==> config.mk <==
export PLATFORM = sky130hd
export DESIGN_NAME = trim_temp_codec
export DESIGN_NICKNAME = d
export VERILOG_FILES = /design/src/rtl/trim_temp_codec.sv
export SDC_FILE = /design/constraint.sdc
export NUM_CORES = 1
export LEC_CHECK = 0
export BUFFER_PORTS_ARGS = -buffer_cell sky130_fd_sc_hd__buf_2
export CORE_ASPECT_RATIO = 2
export CORE_UTILIZATION = 50
export CTS_CLUSTER_SIZE = 25
export DETAILED_ROUTE_END_ITERATION = 10
export HOLD_SLACK_MARGIN = 0.06
export PLACE_DENSITY = 0.68
export SYNTH_ARGS = -nofsm -noshare
export SYNTH_HDL_FRONTEND = slang
export SYNTH_SLANG_ARGS = --single-unit
==> constraint.sdc <==
create_clock -name clk -period 10.2 [get_ports clk]
set_input_delay 2.04 -clock clk [delete_from_list [all_inputs] [get_ports clk]]
set_output_delay 2.04 -clock clk [all_outputs]
set_load 0.02 [all_outputs]
==> src/rtl/trim_temp_codec.sv <==
module trim_temp_codec #(
  parameter int TW = 8,
  parameter logic [2*TW-1:0] DEF_FUSE = 16'd55,
  parameter int TRIM_MIN = 40,
  parameter int TRIM_MAX = 100,
  parameter int NODATA_LO = 75,
  parameter int NODATA_HI = 175
) (
  input  logic                   clk,
  input  logic                   rst_n,
  input  logic                   trim_load,
  input  logic [31:0]            trim_word,
  input  logic                   t2c_valid,
  input  logic [TW-1:0]          t2c_temp,
  output logic                   t2c_ready,
  output logic                   t2c_done,
  input  logic                   c2t_valid,
  input  logic [TW-1:0]          c2t_code,
  output logic                   c2t_ready,
  output logic                   c2t_done,
  output logic signed [2*TW+1:0] result,
  output logic                   err,
  output logic [3:0]             sensor_id
);
  localparam int NW = 2*TW;
  localparam int RW = NW+2;
  localparam int CW = $clog2(NW);
  localparam int MODE_BIT = 23;
  localparam int SID_LSB = 16;
  localparam logic signed [RW-1:0] K_LO = 25;
  localparam logic signed [RW-1:0] K_SPAN = 60;
  localparam logic signed [RW-1:0] K_ONE = 1;

  typedef enum logic [1:0] {S_IDLE, S_DIV, S_FIN} st_t;
  st_t st;

  logic [TW-1:0] trim1_q, trim2_q, den_q, rem_q;
  logic          two_q, neg_q, ch_q;
  logic [NW-1:0] q_q;
  logic [CW-1:0] cnt_q;
  logic signed [RW-1:0] bias_q;

  assign t2c_ready = (st == S_IDLE);
  assign c2t_ready = (st == S_IDLE) && !t2c_valid;
  wire take_t2c = t2c_valid && t2c_ready;
  wire take_c2t = c2t_valid && c2t_ready;

  wire [TW-1:0] ld_t1 = trim_word[TW-1:0];
  wire [TW-1:0] ld_t2 = trim_word[2*TW-1:TW];
  wire t1_bad = (ld_t1 == '0) || (ld_t1 < TW'(TRIM_MIN)) || (ld_t1 > TW'(TRIM_MAX));

  wire signed [RW-1:0] s_t1  = $signed(RW'(trim1_q));
  wire signed [RW-1:0] s_t2  = $signed(RW'(trim2_q));
  wire signed [RW-1:0] s_tmp = $signed(RW'(t2c_temp));
  wire signed [RW-1:0] s_cod = $signed(RW'(c2t_code));
  wire signed [RW-1:0] dlt   = s_t2 - s_t1;

  logic signed [RW-1:0] n, d, b, na, da;
  always_comb begin
    if (take_t2c) begin
      n = two_q ? (s_tmp - K_LO) * dlt : s_tmp - K_LO;
      d = two_q ? K_SPAN : K_ONE;
      b = s_t1;
    end else begin
      n = two_q ? (s_cod - s_t1) * K_SPAN : s_cod - s_t1;
      d = two_q ? dlt : K_ONE;
      b = K_LO;
    end
    na = n[RW-1] ? -n : n;
    da = d[RW-1] ? -d : d;
  end

  wire nodata = take_c2t && ((c2t_code < TW'(NODATA_LO)) || (c2t_code > TW'(NODATA_HI)));
  wire bad = nodata || (d == '0);

  wire [TW:0] rem_sh = {rem_q, q_q[NW-1]};
  wire        ge     = rem_sh >= {1'b0, den_q};
  wire [TW:0] rem_nx = ge ? rem_sh - {1'b0, den_q} : rem_sh;
  wire signed [RW-1:0] qs  = $signed({2'b00, q_q});
  wire signed [RW-1:0] fin = neg_q ? bias_q - qs : bias_q + qs;

  always_ff @(posedge clk) begin
    if (!rst_n) begin
      st <= S_IDLE;
      trim1_q <= DEF_FUSE[TW-1:0];
      trim2_q <= DEF_FUSE[2*TW-1:TW];
      two_q <= 1'b0;
      sensor_id <= '0;
      q_q <= '0; den_q <= '0; rem_q <= '0; cnt_q <= '0;
      neg_q <= 1'b0; ch_q <= 1'b0; bias_q <= '0;
      result <= '0; err <= 1'b0;
      t2c_done <= 1'b0; c2t_done <= 1'b0;
    end else begin
      t2c_done <= 1'b0;
      c2t_done <= 1'b0;
      if (trim_load) begin
        trim1_q <= t1_bad ? DEF_FUSE[TW-1:0] : ld_t1;
        trim2_q <= (ld_t2 == '0) ? DEF_FUSE[2*TW-1:TW] : ld_t2;
        two_q <= trim_word[MODE_BIT];
        sensor_id <= trim_word[SID_LSB+3:SID_LSB];
      end
      case (st)
        S_IDLE: if (take_t2c || take_c2t) begin
          ch_q <= take_c2t;
          if (bad) begin
            err <= 1'b1;
            t2c_done <= take_t2c;
            c2t_done <= take_c2t;
          end else begin
            q_q <= na[NW-1:0];
            den_q <= da[TW-1:0];
            rem_q <= '0;
            neg_q <= n[RW-1] ^ d[RW-1];
            bias_q <= b;
            cnt_q <= '0;
            st <= S_DIV;
          end
        end
        S_DIV: begin
          rem_q <= rem_nx[TW-1:0];
          q_q <= {q_q[NW-2:0], ge};
          cnt_q <= cnt_q + 1'b1;
          if (cnt_q == CW'(NW-1)) st <= S_FIN;
        end
        default: begin
          result <= fin;
          err <= 1'b0;
          t2c_done <= !ch_q;
          c2t_done <= ch_q;
          st <= S_IDLE;
        end
      endcase
    end
  end

  p_done_excl_r10: assert property (@(posedge clk) disable iff (!rst_n)
    $onehot0({t2c_done, c2t_done}));
  p_t2c_pulse_r10: assert property (@(posedge clk) disable iff (!rst_n)
    t2c_done |=> !t2c_done);
  p_c2t_pulse_r10: assert property (@(posedge clk) disable iff (!rst_n)
    c2t_done |=> !c2t_done);
  p_busy_r10: assert property (@(posedge clk) disable iff (!rst_n)
    (t2c_valid && t2c_ready) |=> (!t2c_ready && !c2t_ready));
  p_priority_r11: assert property (@(posedge clk) disable iff (!rst_n)
    (t2c_valid && c2t_valid && t2c_ready) |=> !c2t_ready);
  p_nodata_r8: assert property (@(posedge clk) disable iff (!rst_n)
    (c2t_valid && c2t_ready && (c2t_code < TW'(NODATA_LO))) |=> (c2t_done && err));
  p_trim_range_r2: assert property (@(posedge clk) disable iff (!rst_n)
    ((trim1_q >= TW'(TRIM_MIN)) && (trim1_q <= TW'(TRIM_MAX))) || (trim1_q == DEF_FUSE[TW-1:0]));
  p_sid_hold_r4: assert property (@(posedge clk) disable iff (!rst_n)
    !trim_load |=> $stable(sensor_id));
endmodule

Word-level counts from Yosys, hierarchy flattened
Cells that the tools add are included.
{"block": "classes", "add_sub_neg": 9, "mul": 2, "magnitude_cmp": 5, "eq_ne": 6, "muxes": 35, "n_bitwise": 3, "reduce_logical": 22}
{"cell": "2-to-1 mux 18 bit", "n": 6}
{"cell": "2-to-1 mux 8 bit", "n": 7}
{"cell": "2-to-1 mux 16 bit", "n": 3}
{"cell": "case mux 16 bit (2 select lines)", "n": 1}
{"cell": "adder 18 x 17 -> 18 bit", "n": 1}
{"cell": "zero test 18 bit", "n": 1}
{"cell": "multiplier 18 x 5 -> 16 bit, second input constant", "n": 1}
{"cell": "multiplier 9 x 9 -> 18 bit", "n": 1}
{"cell": "subtractor 18 x 17 -> 18 bit", "n": 1}
{"cell": "subtractor 8 x 8 -> 9 bit", "n": 2}
{"cell": "zero test 8 bit", "n": 2}
{"cell": "negator 16 bit", "n": 1}
{"cell": "case mux 8 bit (2 select lines)", "n": 1}
{"cell": "AND reduction 3 bit", "n": 4}
{"cell": "greater-or-equal comparator 9 x 8 -> 1 bit", "n": 1}
{"cell": "subtractor 8 x 5 -> 9 bit, second input constant", "n": 1}
{"cell": "> comparator 8 x 7 -> 1 bit, second input constant", "n": 1}
{"cell": "> comparator 8 bit, second input constant", "n": 1}
{"cell": "less-than comparator 8 x 6 -> 1 bit, second input constant", "n": 1}
{"cell": "less-than comparator 8 x 7 -> 1 bit, second input constant", "n": 1}
{"cell": "2-to-1 mux 4 bit", "n": 2}
{"cell": "negator 8 bit", "n": 1}
{"cell": "case mux 4 bit (2 select lines)", "n": 1}
{"cell": "subtractor 8 bit", "n": 1}
{"cell": "19 further kinds", "n": 39}
{"block": "totals", "register_bits": 100, "input_bits": 53, "word_cells": 98}

Depth between registers and ports, before layout
Gate-level depths: netlist of the first run.
{"block": "depth", "ltp_word": 9, "ltp_mapped": 32}

Worst setup path after synthesis of the first run
OpenSTA, ideal clock, no wires.
{"block": "synth_path", "kind": "input port to flip-flop", "startpoint": "in t2c_temp[0]", "endpoint": "reg q_q[7]", "t_arrival_ns": 8.347, "t_required_ns": 10.126, "path_slack_ns": 1.779, "path_stages": 25, "path_buffers": 1, "path_cell_list": "clkbuf_1 inv_1 ha_1 nand2b_1 a31oi_1 xor2_1 nand2_1 fa_1 inv_1 fa_1 fa_1 fa_1 inv_1 fa_1 inv_1 ha_1 o21ai_0 o21bai_1 a41o_1 o41a_1 xnor2_1 a21oi_1 nor2_2 or4_1 a31oi_1"}
{"block": "synth_between", "elab_chain_cells": 9}
{"element": "from (decl)", "line_no": "14", "source": "input logic [TW-1:0] t2c_temp,"}
{"element": "subtractor 8 x 5 -> 9 bit *", "line_no": "61", "source": "n = two_q ? (s_tmp - K_LO) * dlt : s_tmp - K_LO;"}
{"element": "multiplier 9 x 9 -> 18 bit", "line_no": "61"}
{"element": "2-to-1 mux 18 bit *", "line_no": "61"}
{"element": "2-to-1 mux 18 bit *", "line_no": "60", "source": "if (take_t2c) begin"}
{"element": "negator 16 bit", "line_no": "69", "source": "na = n[RW-1] ? -n : n;"}
{"element": "2-to-1 mux 16 bit *", "line_no": "69"}
{"element": "2-to-1 mux 16 bit *", "line_no": "105", "source": "if (bad) begin"}
{"element": "2-to-1 mux 16 bit *", "line_no": "103", "source": "S_IDLE: if (take_t2c || take_c2t) begin"}
{"element": "case mux 16 bit (2 select lines) *", "line_no": "102", "source": "case (st)"}
{"element": "to (signal assigned)", "line_no": "110", "source": "q_q <= na[NW-1:0];"}
{"element": "to (signal assigned)", "line_no": "121", "source": "q_q <= {q_q[NW-2:0], ge};"}
{"element": "to (decl)", "line_no": "39", "source": "logic [NW-1:0] q_q;"}
Every way passes the cells marked *; elsewhere a longest branch is shown, timed or not. The select of a mux whose other input is x is not followed.
A chain may end at the register's enable or synchronous reset.

Worst setup path after layout of the first run
{"block": "layout_path", "startpoint": "in t2c_temp[0]", "endpoint": "reg q_q[14]"}
The elaborated chain is that of the path after synthesis.

==> results.ini, run 1 <==
[place]
portBuffers = 68
place_congestion = 0.947
hpwl_um = 23700
dp_cells = 1596

[clock_tree]
numClockSinks = 90
worstSkewPairLatency_ns = 0.37
cts_tree = yes
htreeDepth = 3
cts_buffer_depth = 2
cts_inserted_buffers = 9
ctsHoldBuffers = 0
clockRootBuffer = clkbuf_16
postCtsSetupBuffers = 0
clkTransAtPathRegs_ns = 0.06
cts_resized = 0

[grt]
grt_overflow_total = 0
grt_pass1_wl_um = 46200
grt_max_degree = 61
antenna_found_initial = 2
first_global_vias = 9331
track_usage_pct = 27.0

[critical_path]
worstPathArrival_ns = 9.39
reg2reg_from = trim1_q[2]
max_stage_delay_ns = 0.72
critPathRequiredTime_ns = 10.49
worst_path_most_repeated_cell = fa_1
worstSetupEndpointType = flip-flop
criticalPathCategory = input port to flip-flop
critPathSlowestCell = xor2_1
crit_path_start = t2c_temp[0]
critPathMaxFanout = 15
start_kind = input port

[power_and_ir_drop]
p_leak_uw = 0.00517
comb_power_share_pct = 75.0
swShare_pct = 50.0
p_switching_uw = 1510
pwr-share-seq_pct = 14.2
power_density_nw_per_um2 = 263
max-vdd-ir-drop_v = 0.000382
p_int_uw = 1520
clkPwrFrac_pct = 10.8
p_total_uw = 3030

[detailed_routing]
firstDrtPassIters = 5
wl_per_cell_um = 17.7
vias = 9314
vias_per_cell = 5.77
wl_um = 28500
dr.first_iter.drc_count = 450
ant_nets = 0
drcViolationCount = 0

[floorplan]
start_util_pct = 51.1
dieArea_um2 = 22000
die_w_um = 105
rows = 75
coreArea_um2 = 20900
pin_count = 80
die_h_um = 209

[timing]
setup_violations = 0
worst_pin_slew_ns = 1.18
fin_crit_sh_pct = 89.2
max_slew_margin_pct = 21.3
max_freq_mhz = 110
timing.setup.tns_ns = 0
min_period_ns = 9.10
hold_violations = 0
finalClockSkew_ns = 0.0108
rsz0062_at_grt = false
drv_slew = 0

[final_layout]
stdcell_count = 1613
mostFrequentLayoutCells = inv_1 (157), nor2_1 (127), ha_1 (106)
area_growth_pct = 7.57
final_nets = 1585
drive_gt1_share_pct = 9.53
final_common_cell = inv_1

[flow_run]
drv_cap = 0

[worst_hold_path]
hold_start = result[7]
min_path_type = flip-flop to flip-flop

[yosys]
yosysSeqAreaShare_pct = 16.8
yosysUniqueCellTypes = 83
avgSynthCellArea_um2 = 8.18
ys_ff_latch = 90
synthArstFlopShare_pct = 0
synth_cells = 1307
synth_area_um2 = 10700
ys.flop_type = dfxtp_1
yosysWarnings = 0
synthesis.nets = 1554
synth_edf_count = 0

[outcome]
outcome = complete, no violations

## synthesized netlist by cell type (4+ instances only)
cell | number | area [um^2]
inv_1 | 158 | 593
nor2_1 | 128 | 480
ha_1 | 106 | 1330
dfxtp_1 | 90 | 1800
nand2_1 | 90 | 338
fa_1 | 88 | 1760
a21oi_1 | 79 | 395
o21ai_0 | 51 | 255
xnor2_1 | 48 | 420
clkbuf_1 | 42 | 158
nand3_1 | 33 | 165
nand2b_1 | 29 | 181
nor3_1 | 26 | 130
mux2i_1 | 24 | 240
o21a_1 | 22 | 165
xor2_1 | 21 | 184
o211ai_1 | 20 | 150
o22ai_1 | 17 | 106
a211oi_1 | 16 | 120
a21o_1 | 16 | 120
a31oi_1 | 15 | 93.8
nor2b_1 | 14 | 87.6
or3_1 | 11 | 68.8
a22oi_1 | 10 | 75.1
or2_2 | 10 | 62.6
a21boi_0 | 9 | 67.6
buf_1 | 8 | 30.0
nand4_1 | 7 | 43.8
o21bai_1 | 7 | 52.6
and2_1 | 6 | 37.5
and3_1 | 5 | 31.3
buf_2 | 5 | 25.0
o221ai_1 | 5 | 43.8
a311oi_1 | 4 | 35.0
o31a_1 | 4 | 35.0
## stage by stage
step	worst slack (ns)	cell area (um^2)	hold WS, ns	utilization [%]
global route	0.575	11500	0.473	55.0
finish	1.10	11500	0.445	55.0
detailed placement	0.808	11200	0.442	53.6
floorplan	1.78	10700	0.432	-
global placement	0.861	11200	0.440	53.6
CTS	1.17	11500	0.449	55.0
## layer usage
metal / up-vias / GRT usage (%) / part of all wire [%]
met5: - / 0 / 0
met4: 0 / 19.3 / 7.3
met3: 93 / 3.03 / 3.0
met2: 211 / 51.9 / 55
met1: 4457 / 26.0 / 34
li1: 4553 / - / -
## worst paths after layout
path / to / slack (ns) / depth (start not counted)
max: q_q[14] / 1.10 / 26
min: result[7] / 0.45 / 2
min reg2reg: result[7] / 0.45 / 2
max reg2reg: q_q[14] / 1.64 / 28
## final cells by class
class                           instances  area [um^2]
Fill cell                            2032         9420
Multi-Input combinational cell        999         8070
Sequential cell                        90         1800
Inverter                              162          608
Timing Repair Buffer                   76          400
Tap cell                              269          337
Clock buffer                           10          229
Clock inverter                          6         58.8
Antenna cell                            1         2.50
## worst max-delay path, delay by kind of cell
kind / cells / cell delay (ns)
buffers and inverters: 5 / 0.51
xor gates and xnor gates: 2 / 0.93
AOI/OAI and AO/OA: 9 / 1.86
and+or+nand+nor: 3 / 0.80
adders and majority gates: 7 / 3.23
## registers in the layout, indices dropped and copies added (netlist names), 2 cells and up
signal	count
bias_q	8
cnt_q	4
den_q	8
q_q	16
rem_q	8
result	18
sensor_id	4
st	2
trim1_q	8
trim2_q	8
## power by group through the flow
| stage | registers [uW] | clock network (uW) | logic (uW) |
|---|---|---|---|
| finish | 431 | 326 | 2270 |
| global route | 437 | 346 | 2540 |
| CTS | 430 | 332 | 2280 |
| detailed placement | 438 | 0 | 2260 |
| global placement | 437 | 0 | 2220 |
| floorplan | 415 | 0 | 1700 |
## cell families (layout without fill, tap and decap cells)
group,count (synthesis),in the layout,synth area share [%]
xor gates and xnor gates,70,70,5.80
muxes,30,30,3.19
other,0,1,0
and+or+nand+nor,376,376,16.7
adders and majority gates,194,194,28.9
AOI/OAI and AO/OA,329,329,20.8
buffers and inverters,218,254,7.75
DFF,90,90,16.8
Power figures use the tool's default switching activity.
==> run 2, diff against run 1 <==
==> constraint.sdc (replaced) <==
create_clock -name clk -period 8.75 [get_ports clk]
set_input_delay 1.75 -clock clk [delete_from_list [all_inputs] [get_ports clk]]
set_output_delay 1.75 -clock clk [all_outputs]
set_load 0.02 [all_outputs]
==> results.ini, run 2 (synthesized netlist as in run 1, its figures left out) <==
[final_layout]
stdcell_count = 1639  ; was 1613
mostFrequentLayoutCells = inv_1 (157), nor2_1 (127), ha_1 (106)  ; unchanged
final_area_um2 = 11700  ; was 11500 um^2
area_growth_pct = 9.43  ; was 7.57%
largest_register = result  ; unchanged
final_nets = 1612  ; was 1585
top_regs = result x18, q_q x16  ; unchanged
drive_gt1_share_pct = 11.4  ; was 9.53%
final_common_cell = inv_1  ; unchanged
largest_register_ff_count = 18  ; unchanged
num_antenna_cells = 0  ; was 1

[power_and_ir_drop]
swShare_pct = 49.0  ; was 50.0%
p_switching_uw = 1780  ; was 1510 uW
pwr-share-seq_pct = 13.9  ; was 14.2%
p_int_uw = 1850  ; was 1520 uW
p_total_uw = 3640  ; was 3030 uW
clkPwrFrac_pct = 10.3  ; was 10.8%
p_leak_uw = 0.00531  ; was 0.00517 uW
comb_power_share_pct = 75.8  ; was 75.0%
max-vdd-ir-drop_v = 0.000445  ; was 0.000382 V
power_density_nw_per_um2 = 311  ; was 263 nW/um^2

[place]
place_congestion = 0.938  ; was 0.947
dp_cells = 1623  ; was 1596
hpwl_um = 24200  ; was 23700 um
portBuffers = 68  ; unchanged
post_dp_cell_area_um2 = 11400  ; was 11200 um^2

[detailed_routing]
drcViolationCount = 0  ; unchanged
vias = 9454  ; was 9314
firstDrtPassIters = 5  ; unchanged
dr.first_iter.drc_count = 352  ; was 450
wl_per_cell_um = 17.6  ; was 17.7 um
vias_per_cell = 5.77  ; about the same
wl_um = 28800  ; was 28500 um
ant_nets = 0  ; unchanged

[timing]
timing.setup.tns_ns = 0  ; unchanged
hold_violations = 0  ; unchanged
finalClockSkew_ns = 0.0115  ; was 0.0108 ns
rsz0062_at_grt = false  ; unchanged
worst_pin_slew_ns = 1.16  ; was 1.18 ns
min_period_ns = 8.15
drv_slew = 0  ; unchanged
fin_crit_sh_pct = 93.1
max_slew_margin_pct = 22.8  ; was 21.3%
setup_violations = 0  ; unchanged
max_freq_mhz = 123

[critical_path]
regToRegSetupSlack_ns = 1.00  ; was 1.64 ns
reg2reg_from = trim1_q[2]  ; unchanged
criticalPathCategory = input port to flip-flop  ; unchanged
critPathMaxFanout = 8  ; was 15
critPathRequiredTime_ns = 8.97  ; was 10.49 ns
worst_path_most_repeated_cell = fa_1  ; unchanged
reg2reg_to = q_q[2]  ; was q_q[14]
critPathSlowestCell = fa_1  ; was xor2_1
worstPathArrival_ns = 8.36  ; was 9.39 ns
start_kind = input port  ; unchanged
crit_family = adder cells  ; unchanged
path_buf_inv = 6  ; was 5
reg2reg_depth = 29  ; was 28
worstSetupEndpointType = flip-flop  ; unchanged
max_stage_delay_ns = 0.57  ; was 0.72 ns

[grt]
grt_overflow_total = 0  ; unchanged
first_global_vias = 9447  ; was 9331
antenna_found_initial = 1  ; was 2
grt_pass1_wl_um = 46100  ; was 46200 um
track_usage_pct = 26.9  ; was 27.0%
grt_max_degree = 62  ; was 61

[worst_hold_path]
whs_path_depth = 2  ; unchanged
whs_endpoint = result[7]  ; unchanged
min_path_type = flip-flop to flip-flop  ; unchanged
hold_start = result[7]  ; unchanged

[clock_tree]
cts_buffer_depth = 2  ; unchanged
cts_tree = yes  ; unchanged
postCtsSetupBuffers = 0  ; unchanged
clkTransAtPathRegs_ns = 0.06  ; about the same
cts_inserted_buffers = 9  ; unchanged
clockRootBuffer = clkbuf_16  ; unchanged
htreeDepth = 3  ; unchanged
cts_resized = 0  ; unchanged
worstSkewPairLatency_ns = 0.36  ; was 0.37 ns
ctsHoldBuffers = 0  ; unchanged
numClockSinks = 90  ; unchanged

[floorplan]
die_w_um = 105  ; unchanged
coreArea_um2 = 20900  ; unchanged
pin_count = 80  ; unchanged
dieArea_um2 = 22000  ; unchanged
rows = 75  ; unchanged
die_h_um = 209  ; unchanged
start_util_pct = 51.1  ; unchanged

[outcome]
outcome = complete, no violations  ; unchanged

[flow_run]
drv_cap = 0  ; unchanged

[run 2: worst min-delay path, cell delays in order (launching register included)]
cell	delay, ns
dfxtp_1	0.30
nand2_1	0.05
a21oi_1	0.05
[run 2: worst max path at each step]
stage,depth (start not counted),slack (ns),endpoint,start
detailed placement,26,0.28,q_q[2],t2c_temp[0]
global placement,26,0.34,q_q[2],t2c_temp[0]
global route,26,0.30,q_q[2],t2c_temp[0]
floorplan,25,0.62,q_q[7],t2c_temp[0]
finish,26,0.60,q_q[2],t2c_temp[0]
CTS,26,0.65,q_q[2],t2c_temp[0]
[run 2: metrics by stage]
| stage | hold slack (ns) | worst slack [ns] | utilization, % |
|---|---|---|---|
| 2_1_floorplan | 0.432 | 0.619 | - |
| 6_report | 0.448 | 0.602 | 55.9 |
| 3_5_place_dp | 0.443 | 0.281 | 54.6 |
| 4_1_cts | 0.452 | 0.648 | 55.9 |
| 5_1_grt | 0.475 | 0.303 | 55.9 |
| 3_3_place_gp | 0.441 | 0.344 | 54.6 |
[run 2: power by group through the flow]
stage	logic, uW	registers, uW	clock network (uW)
detailed placement	2740	515	0
finish	2760	507	375
global route	3080	514	396
CTS	2770	506	381
floorplan	1990	484	0
global placement	2700	513	0
[run 2: layer usage]
| layer | vias up | track usage, % | share of wire [%] |
|---|---|---|---|
| met5 | - | 0 | 0 |
| met4 | 0 | 17.7 | 6.5 |
| met3 | 80 | 2.53 | 2.6 |
| met2 | 193 | 53.3 | 57 |
| met1 | 4573 | 25.5 | 34 |
| li1 | 4608 | - | - |
[run 2: layout make-up]
cell class | instances | area, um^2
fill | 2029 | 9220
multi-input combinational | 999 | 8070
sequential | 90 | 1800
inverter | 162 | 608
timing repair buffer | 103 | 603
tap | 269 | 337
clock buffer | 9 | 225
clock inverter | 7 | 61.3
